<file path="src/rtl/dch_pkg.sv">
// Shared offsets, bit positions and decode type for the channel register block.
package dch_pkg;
    localparam int OFF_CTRL = 'h00;
    localparam int OFF_STAT = 'h02;
    localparam int OFF_CNT  = 'h04;
    localparam int OFF_NEXT = 'h0C;
    localparam int OFF_FIN  = 'h14;
    localparam int OFF_FOUT = 'h16;

    localparam int B_MASK = 8;
    localparam int B_GO   = 7;
    localparam int B_RST  = 5;

    localparam int S_ABORT  = 6;
    localparam int S_UNEXP  = 4;
    localparam int S_BUSERR = 0;

    typedef struct packed {
        logic ctrl;
        logic stat;
        logic cnt;
        logic nxt;
        logic fin;
        logic fout;
        logic lock;
    } hit_t;
endpackage

</file>
<file path="src/rtl/dch_decode.sv">
// Address decoder: flags which register of this channel, or the global arming
// byte, the current bus address selects. Assumes byte addresses and a window
// stride that is a power of two.
module dch_decode
    import dch_pkg::*;
#(
    parameter int ADDR_W     = 8,
    parameter int CHAN_ID    = 0,
    parameter int WIN_BASE   = 'h80,
    parameter int WIN_STRIDE = 'h20,
    parameter int LOCK_ADDR  = 'hC7
) (
    input  logic [ADDR_W-1:0] addr,
    output hit_t              hit
);
    localparam int OFF_W = $clog2(WIN_STRIDE);
    localparam logic [ADDR_W-1:0] CHAN_BASE = ADDR_W'(WIN_BASE + CHAN_ID * WIN_STRIDE);
    localparam logic [ADDR_W-1:0] LOCK_A    = ADDR_W'(LOCK_ADDR);

    logic             in_win;
    logic [OFF_W-1:0] off;

    // Split the address into window match and offset inside the window.
    always_comb begin
        in_win = (addr[ADDR_W-1:OFF_W] == CHAN_BASE[ADDR_W-1:OFF_W]);
        off    = addr[OFF_W-1:0];
    end

    // One select line per register.
    always_comb begin
        hit.ctrl = in_win && (off == OFF_W'(OFF_CTRL));
        hit.stat = in_win && (off == OFF_W'(OFF_STAT));
        hit.cnt  = in_win && (off == OFF_W'(OFF_CNT));
        hit.nxt  = in_win && (off == OFF_W'(OFF_NEXT));
        hit.fin  = in_win && (off == OFF_W'(OFF_FIN));
        hit.fout = in_win && (off == OFF_W'(OFF_FOUT));
        hit.lock = (addr == LOCK_A);
    end
endmodule

</file>
<file path="src/rtl/dch_ctrl.sv">
// Control word, arming flag and start pulse. A start request is honoured only
// when armed and when neither the written nor the stored reset bit is set.
module dch_ctrl
    import dch_pkg::*;
#(
    parameter int PIO_W    = 2,
    parameter int LOCK_KEY = 7
) (
    input  logic        clk,
    input  logic        rst_n,
    input  logic        wr_ctrl,
    input  logic        wr_lock,
    input  logic [15:0] wdata,
    output logic        mask,
    output logic        rst_bit,
    output logic [PIO_W-1:0] pio,
    output logic        armed,
    output logic        go
);
    logic go_req;

    // Decide whether this write carries an accepted start request.
    always_comb begin
        go_req = wr_ctrl && wdata[B_GO] && armed && !wdata[B_RST] && !rst_bit;
    end

    // Store the control fields.
    always_ff @(posedge clk) begin
        if (!rst_n) begin
            mask    <= 1'b0;
            rst_bit <= 1'b0;
            pio     <= '0;
        end else if (wr_ctrl) begin
            mask    <= wdata[B_MASK];
            rst_bit <= wdata[B_RST];
            pio     <= wdata[PIO_W-1:0];
        end
    end

    // Sticky arming flag, set only by the key value.
    always_ff @(posedge clk) begin
        if (!rst_n)
            armed <= 1'b0;
        else if (wr_lock && (wdata[7:0] == 8'(LOCK_KEY)))
            armed <= 1'b1;
    end

    // Register the start pulse so it lasts one cycle.
    always_ff @(posedge clk) begin
        if (!rst_n)
            go <= 1'b0;
        else
            go <= go_req;
    end
endmodule

</file>
<file path="src/rtl/dch_status.sv">
// Sticky event status byte. A read clears it; events in the read cycle survive.
module dch_status #(
    parameter int STAT_W = 8
) (
    input  logic              clk,
    input  logic              rst_n,
    input  logic              clr,
    input  logic [STAT_W-1:0] events,
    output logic [STAT_W-1:0] status
);
    // Latch events, clearing on a read.
    always_ff @(posedge clk) begin
        if (!rst_n)
            status <= '0;
        else
            status <= (clr ? '0 : status) | events;
    end
endmodule

</file>
<file path="src/rtl/dch_field.sv">
// Plain loadable configuration register of parameter width.
module dch_field #(
    parameter int W = 16
) (
    input  logic         clk,
    input  logic         rst_n,
    input  logic         load,
    input  logic [W-1:0] d,
    output logic [W-1:0] q
);
    // Load on a decoded write.
    always_ff @(posedge clk) begin
        if (!rst_n)
            q <= '0;
        else if (load)
            q <= d;
    end
endmodule

</file>
<file path="src/rtl/dch_regs_top.sv">
// Register window of one packet-DMA channel. Assumes one access per cycle, with
// bus_wr and bus_rd never both high. Read data is combinational in the read
// cycle.
module dch_regs_top
    import dch_pkg::*;
#(
    parameter int ADDR_W  = 8,
    parameter int DATA_W  = 32,
    parameter int CHAN_ID = 0,
    parameter int CNT_W   = 16,
    parameter int PTR_W   = 32,
    parameter int THR_W   = 16,
    parameter int PIO_W   = 2
) (
    input  logic              clk,
    input  logic              rst_n,
    input  logic              bus_wr,
    input  logic              bus_rd,
    input  logic [ADDR_W-1:0] bus_addr,
    input  logic [DATA_W-1:0] bus_wdata,
    output logic [DATA_W-1:0] bus_rdata,
    input  logic              ev_abort,
    input  logic              ev_unexp,
    input  logic              ev_buserr,
    output logic              go_pulse,
    output logic              eng_reset,
    output logic [PIO_W-1:0]  pio_mode,
    output logic [CNT_W-1:0]  cpb_count,
    output logic [PTR_W-1:0]  cpb_next,
    output logic [THR_W-1:0]  fifo_in_thr,
    output logic [THR_W-1:0]  fifo_out_thr,
    output logic              irq
);
    localparam int STAT_W = 8;

    hit_t              hit;
    logic              ctrl_mask;
    logic              lock_q;
    logic              stat_rd;
    logic [STAT_W-1:0] status_q;
    logic [STAT_W-1:0] ev_vec;

    dch_decode #(.ADDR_W(ADDR_W), .CHAN_ID(CHAN_ID)) u_dec (
        .addr (bus_addr),
        .hit  (hit)
    );

    dch_ctrl #(.PIO_W(PIO_W)) u_ctrl (
        .clk     (clk),
        .rst_n   (rst_n),
        .wr_ctrl (bus_wr && hit.ctrl),
        .wr_lock (bus_wr && hit.lock),
        .wdata   (bus_wdata[15:0]),
        .mask    (ctrl_mask),
        .rst_bit (eng_reset),
        .pio     (pio_mode),
        .armed   (lock_q),
        .go      (go_pulse)
    );

    // Place engine events on their status bit positions.
    always_comb begin
        ev_vec           = '0;
        ev_vec[S_ABORT]  = ev_abort;
        ev_vec[S_UNEXP]  = ev_unexp;
        ev_vec[S_BUSERR] = ev_buserr;
        stat_rd          = bus_rd && hit.stat;
    end

    dch_status #(.STAT_W(STAT_W)) u_stat (
        .clk    (clk),
        .rst_n  (rst_n),
        .clr    (stat_rd),
        .events (ev_vec),
        .status (status_q)
    );

    dch_field #(.W(CNT_W)) u_cnt (
        .clk(clk), .rst_n(rst_n), .load(bus_wr && hit.cnt),
        .d(bus_wdata[CNT_W-1:0]), .q(cpb_count)
    );
    dch_field #(.W(PTR_W)) u_nxt (
        .clk(clk), .rst_n(rst_n), .load(bus_wr && hit.nxt),
        .d(bus_wdata[PTR_W-1:0]), .q(cpb_next)
    );
    dch_field #(.W(THR_W)) u_fin (
        .clk(clk), .rst_n(rst_n), .load(bus_wr && hit.fin),
        .d(bus_wdata[THR_W-1:0]), .q(fifo_in_thr)
    );
    dch_field #(.W(THR_W)) u_fout (
        .clk(clk), .rst_n(rst_n), .load(bus_wr && hit.fout),
        .d(bus_wdata[THR_W-1:0]), .q(fifo_out_thr)
    );

    // Interrupt: any pending status bit, unless masked.
    always_comb begin
        irq = (|status_q) && !ctrl_mask;
    end

    // Read multiplexer, zero when not reading or when no register is selected.
    always_comb begin
        bus_rdata = '0;
        if (bus_rd) begin
            if (hit.ctrl) begin
                bus_rdata[B_MASK]    = ctrl_mask;
                bus_rdata[B_RST]     = eng_reset;
                bus_rdata[PIO_W-1:0] = pio_mode;
            end else if (hit.stat) begin
                bus_rdata[STAT_W-1:0] = status_q;
            end else if (hit.cnt) begin
                bus_rdata[CNT_W-1:0] = cpb_count;
            end else if (hit.nxt) begin
                bus_rdata[PTR_W-1:0] = cpb_next;
            end else if (hit.fin) begin
                bus_rdata[THR_W-1:0] = fifo_in_thr;
            end else if (hit.fout) begin
                bus_rdata[THR_W-1:0] = fifo_out_thr;
            end
        end
    end
endmodule

</file>
<file path="config.mk">
export PLATFORM = sky130hd
export DESIGN_NAME = dch_regs_top
export DESIGN_NICKNAME = d
export VERILOG_FILES = /design/src/rtl/dch_pkg.sv /design/src/rtl/dch_decode.sv /design/src/rtl/dch_ctrl.sv /design/src/rtl/dch_status.sv /design/src/rtl/dch_field.sv /design/src/rtl/dch_regs_top.sv
export SDC_FILE = /design/constraint.sdc
export NUM_CORES = 1
export LEC_CHECK = 0
export ABC_AREA = 1
export BUFFER_PORTS_ARGS = -buffer_cell sky130_fd_sc_hd__buf_2
export CORE_MARGIN = 2
export CORE_UTILIZATION = 44
export CTS_CLUSTER_DIAMETER = 100
export DETAILED_ROUTE_END_ITERATION = 16
export GPL_TIMING_DRIVEN = 0
export PLACE_DENSITY_LB_ADDON = 0.1
export SLEW_MARGIN = 20
export SYNTH_ARGS = -nofsm -noshare
export SYNTH_HDL_FRONTEND = slang
export SYNTH_SLANG_ARGS = --single-unit
</file>
<file path="constraint.sdc">
create_clock -name clk -period 1.75 [get_ports clk]
set_input_delay 0.35 -clock clk [delete_from_list [all_inputs] [get_ports clk]]
set_output_delay 0.35 -clock clk [all_outputs]
set_load 0.1 [all_outputs]
</file>
==> metrics.csv <==
stage,metric,value,unit
layout,final_util,0.783,
floorplan,die_height,99.7,um
worst_setup_path,cp_cell_sequence,buf_8 -> inv_6 -> nand2_4 -> nor2_4 -> buf_12 -> nand2_8 -> nand2_4 -> nor2_4 -> inv_6 -> buf_6 -> nor3_4 -> buf_12,
sta,fmax,0.479,GHz
layout,fin_cells,873,
yosys,synth-simple-area-share,0.184,
worst_setup_path,arrival,1.74,ns
placed_design,io_buffer_count,161,
clock_network,cts_buffer_depth,2,
sta,holdWs,0.190,ns
layout,final_cell_mix,"buf_2, a21oi_1, o21ai_0",
routing,drc_errors,0,
clock_network,clkLatencyLatePin,0.36,ns
min_path,hp-start,ev_unexp,
sta,maxSlewHeadroom,0.582,
routing,firstDrtPassIters,7,
yosys,avgSynthCellArea,7.16,um2
sta,finalCritPeriodShare,1.19,
yosys,ys_seq_elements,89,
layout,final_common_cell,buf_2,
yosys,synth_compound_area_frac,0.261,
pwr,power_frac_comb,0.108,
global_routing,grt_pass1_wl,25600,um
pwr,p_int,3.22,mW
global_routing,grt_pass1_vias,4890,
layout,nets,807,
worst_setup_path,timing.rr.end,u_ctrl.go$_SDFF_PN0_,
run_status,violations,negative setup slack,
yosys,synth_top_family_by_area,compound AO/OA/AOI/OAI gates,
routing,drt-initial-drc-count,348,
worst_setup_path,r2r_start,u_ctrl.rst_bit$_SDFFE_PN0N_,
worst_setup_path,r2r_cells,3,
yosys,yosys_warnings,0,
job,max-cap-violations,0,
pwr,p_clk_frac,0.418,
sta,fin_crit,2.09,ns
sta,worst_pin_slew,0.627,ns
layout,insertedDiodeCount,0,
floorplan,rows,34,
pwr,sw_frac_of_total,0.251,
worst_setup_path,critical-path-slowest-cell,nor3_4,
placed_design,gp_congestion,0.878,
routing,vias,5036,
routing,viasPerCell,5.77,
yosys,synth_xor_xnor_area_share,0,
sta,rsz0062_at_grt,true,
worst_setup_path,cp-startpoint,bus_addr[0],
sta,setup_viol,32,
worst_setup_path,crit_path_max_incr_delay,0.23,ns
clock_network,cts_tree,yes,
pwr,power_switching,1.08,mW
sta,setup_ws,-0.339,ns
worst_setup_path,endpoint_kind,primary output,
clock_network,h-tree-depth,3,
clock_network,root_buffer,clkbuf_8,
placed_design,post-dp-hpwl,11100,um
floorplan,core_area,8810,um2
run_status,status,"finished, violations left",
sta,hold_violations,0,
worst_setup_path,crit_required,1.40,ns
min_path,holdPathStages,3,
yosys,synthAdderAreaFrac,0,
min_path,min_to,u_stat.status[4]$_SDFF_PN0_,
placed_design,dp.cells,832,
routing,wl_per_cell,19.2,um
floorplan,initial_core_util,0.458,
clock_network,cts_buffers,9,
clock_network,ctsHoldBuffers,0,
global_routing,grt_max_degree,15,
global_routing,overflow,0,
yosys,syn-num-nets,610,
yosys,synth-seq-area-share,0.442,
floorplan,fp.dieW,99.7,um
clock_network,clk_pin_slew_worst_paths,0.08,ns
yosys,synth_area,4030,um2
sta,final.setup_skew,0.00267,ns
worst_setup_path,reg2reg_setup_slack,0.87,ns
sta,slew_violations,0,
layout,area_growth,71.1,%
pwr,power.total,4.30,mW
pwr,p_leak,3.09,nW
routing,detail-route-antenna-nets,0,
yosys,synth.distinct_cells,23,
yosys,syn-instance-count,563,
worst_setup_path,path_class,in2out,
yosys,synthMuxAreaShare,0,
min_path,hp-class,in2reg,
routing,wirelength,16800,um
worst_setup_path,crit_path_start_kind,input pin,
global_routing,antenna_found_initial,0,
pwr,seq_power_share,0.474,
pwr,ir_drop,0.000441,V
layout,layout-drive-gt1-share,0.499,
global_routing,grt.total_usage,0.330,
floorplan,dieArea,9940,um2
pwr,power_density,624,nW/um2
layout,final_area,6900,um2
floorplan,pin_count,164,
worst_setup_path,crit_fanout,6,
clock_network,clock-sinks,89,
placed_design,place_area,5540,um2
registers in the layout, indices dropped and copies added (netlist names):
name / cells
u_ctrl.rst_bit: 1
u_ctrl.pio: 2
u_ctrl.armed: 1
u_ctrl.go: 1
u_fout.q: 16
u_fin.q: 16
u_ctrl.mask: 1
u_stat.status: 3
u_cnt.q: 16
u_nxt.q: 32
per-layer routing:
metal	GRT usage	part of all wire
met5	0	0
met4	0.124	0.034
met3	0.0822	0.094
met2	0.550	0.48
met1	0.413	0.39
power by group through the flow:
stage / registers [mW] / clock network (mW) / logic (mW)
after floorplan: 2.12 / 0 / 0.202
final: 2.04 / 1.80 / 0.464
after detailed placement: 2.09 / 0 / 0.366
after CTS: 2.04 / 1.80 / 0.427
after global placement: 2.09 / 0 / 0.362
after global routing: 2.04 / 1.90 / 0.489
cells in the mapped netlist:
cell type	number	share of area
a21oi_1	96	0.12
buf_2	15	0.019
buf_4	1	0.0019
clkbuf_1	18	0.017
dfxtp_1	89	0.44
inv_1	75	0.070
inv_2	6	0.0056
nand2_1	49	0.046
nand2_2	4	0.0062
nand3_1	24	0.030
nand3_2	1	0.0025
nand4_1	10	0.016
nor2_1	32	0.030
nor2_2	4	0.0062
nor2_4	5	0.014
nor3_1	22	0.027
nor3_4	1	0.0040
nor4_1	2	0.0031
o2111ai_1	4	0.0087
o211ai_1	2	0.0037
o21ai_0	97	0.12
o21ai_1	4	0.0050
o21bai_1	2	0.0037
stage by stage:
stage | setup slack, ns | setup TNS (ns)
floorplan | -0.550 | -14.00
global placement | -0.817 | -29.20
detailed placement | -0.842 | -31.56
CTS | -0.303 | -8.68
global route | -0.372 | -10.82
finish | -0.339 | -9.33
what timing repair did:
action | in CTS | in global routing
pin swaps | 51 | 25
gates cloned | 3 | 1
resized for setup | 210 | 38
setup buffers | 17 | 5
setup endpoints to repair | 32 | 42
critical path, delay by kind of cell:
| kind | cells | cell delay [ns] |
|---|---|---|
| buffers and inverters | 6 | 0.70 |
| and+or+nand+nor | 6 | 0.67 |
worst max-delay path by stage:
stage	to	slack, ns
after floorplan	bus_rdata[21]	-0.55
after global placement	bus_rdata[14]	-0.82
after detailed placement	bus_rdata[14]	-0.84
after CTS	bus_rdata[14]	-0.30
after global routing	bus_rdata[9]	-0.37
final	bus_rdata[2]	-0.34
final cells by class:
type                    instances  area (um2)
plain buffers                  34         259
clock buffers                  12         155
clock inverters                 4        98.8
fillers                       609        1910
inverters                      81         339
multi-input cells             359        2440
flip-flops and latches         89        1850
well taps                     108         135
repair buffers                186        1620
logic make-up after synthesis:
| kind of cell | Yosys count |
|---|---|
| flops | 89 |
| compound gates | 205 |
| buf+inv | 115 |
| simple gates | 154 |
Note: power is estimated with default switching activity, not from simulation.
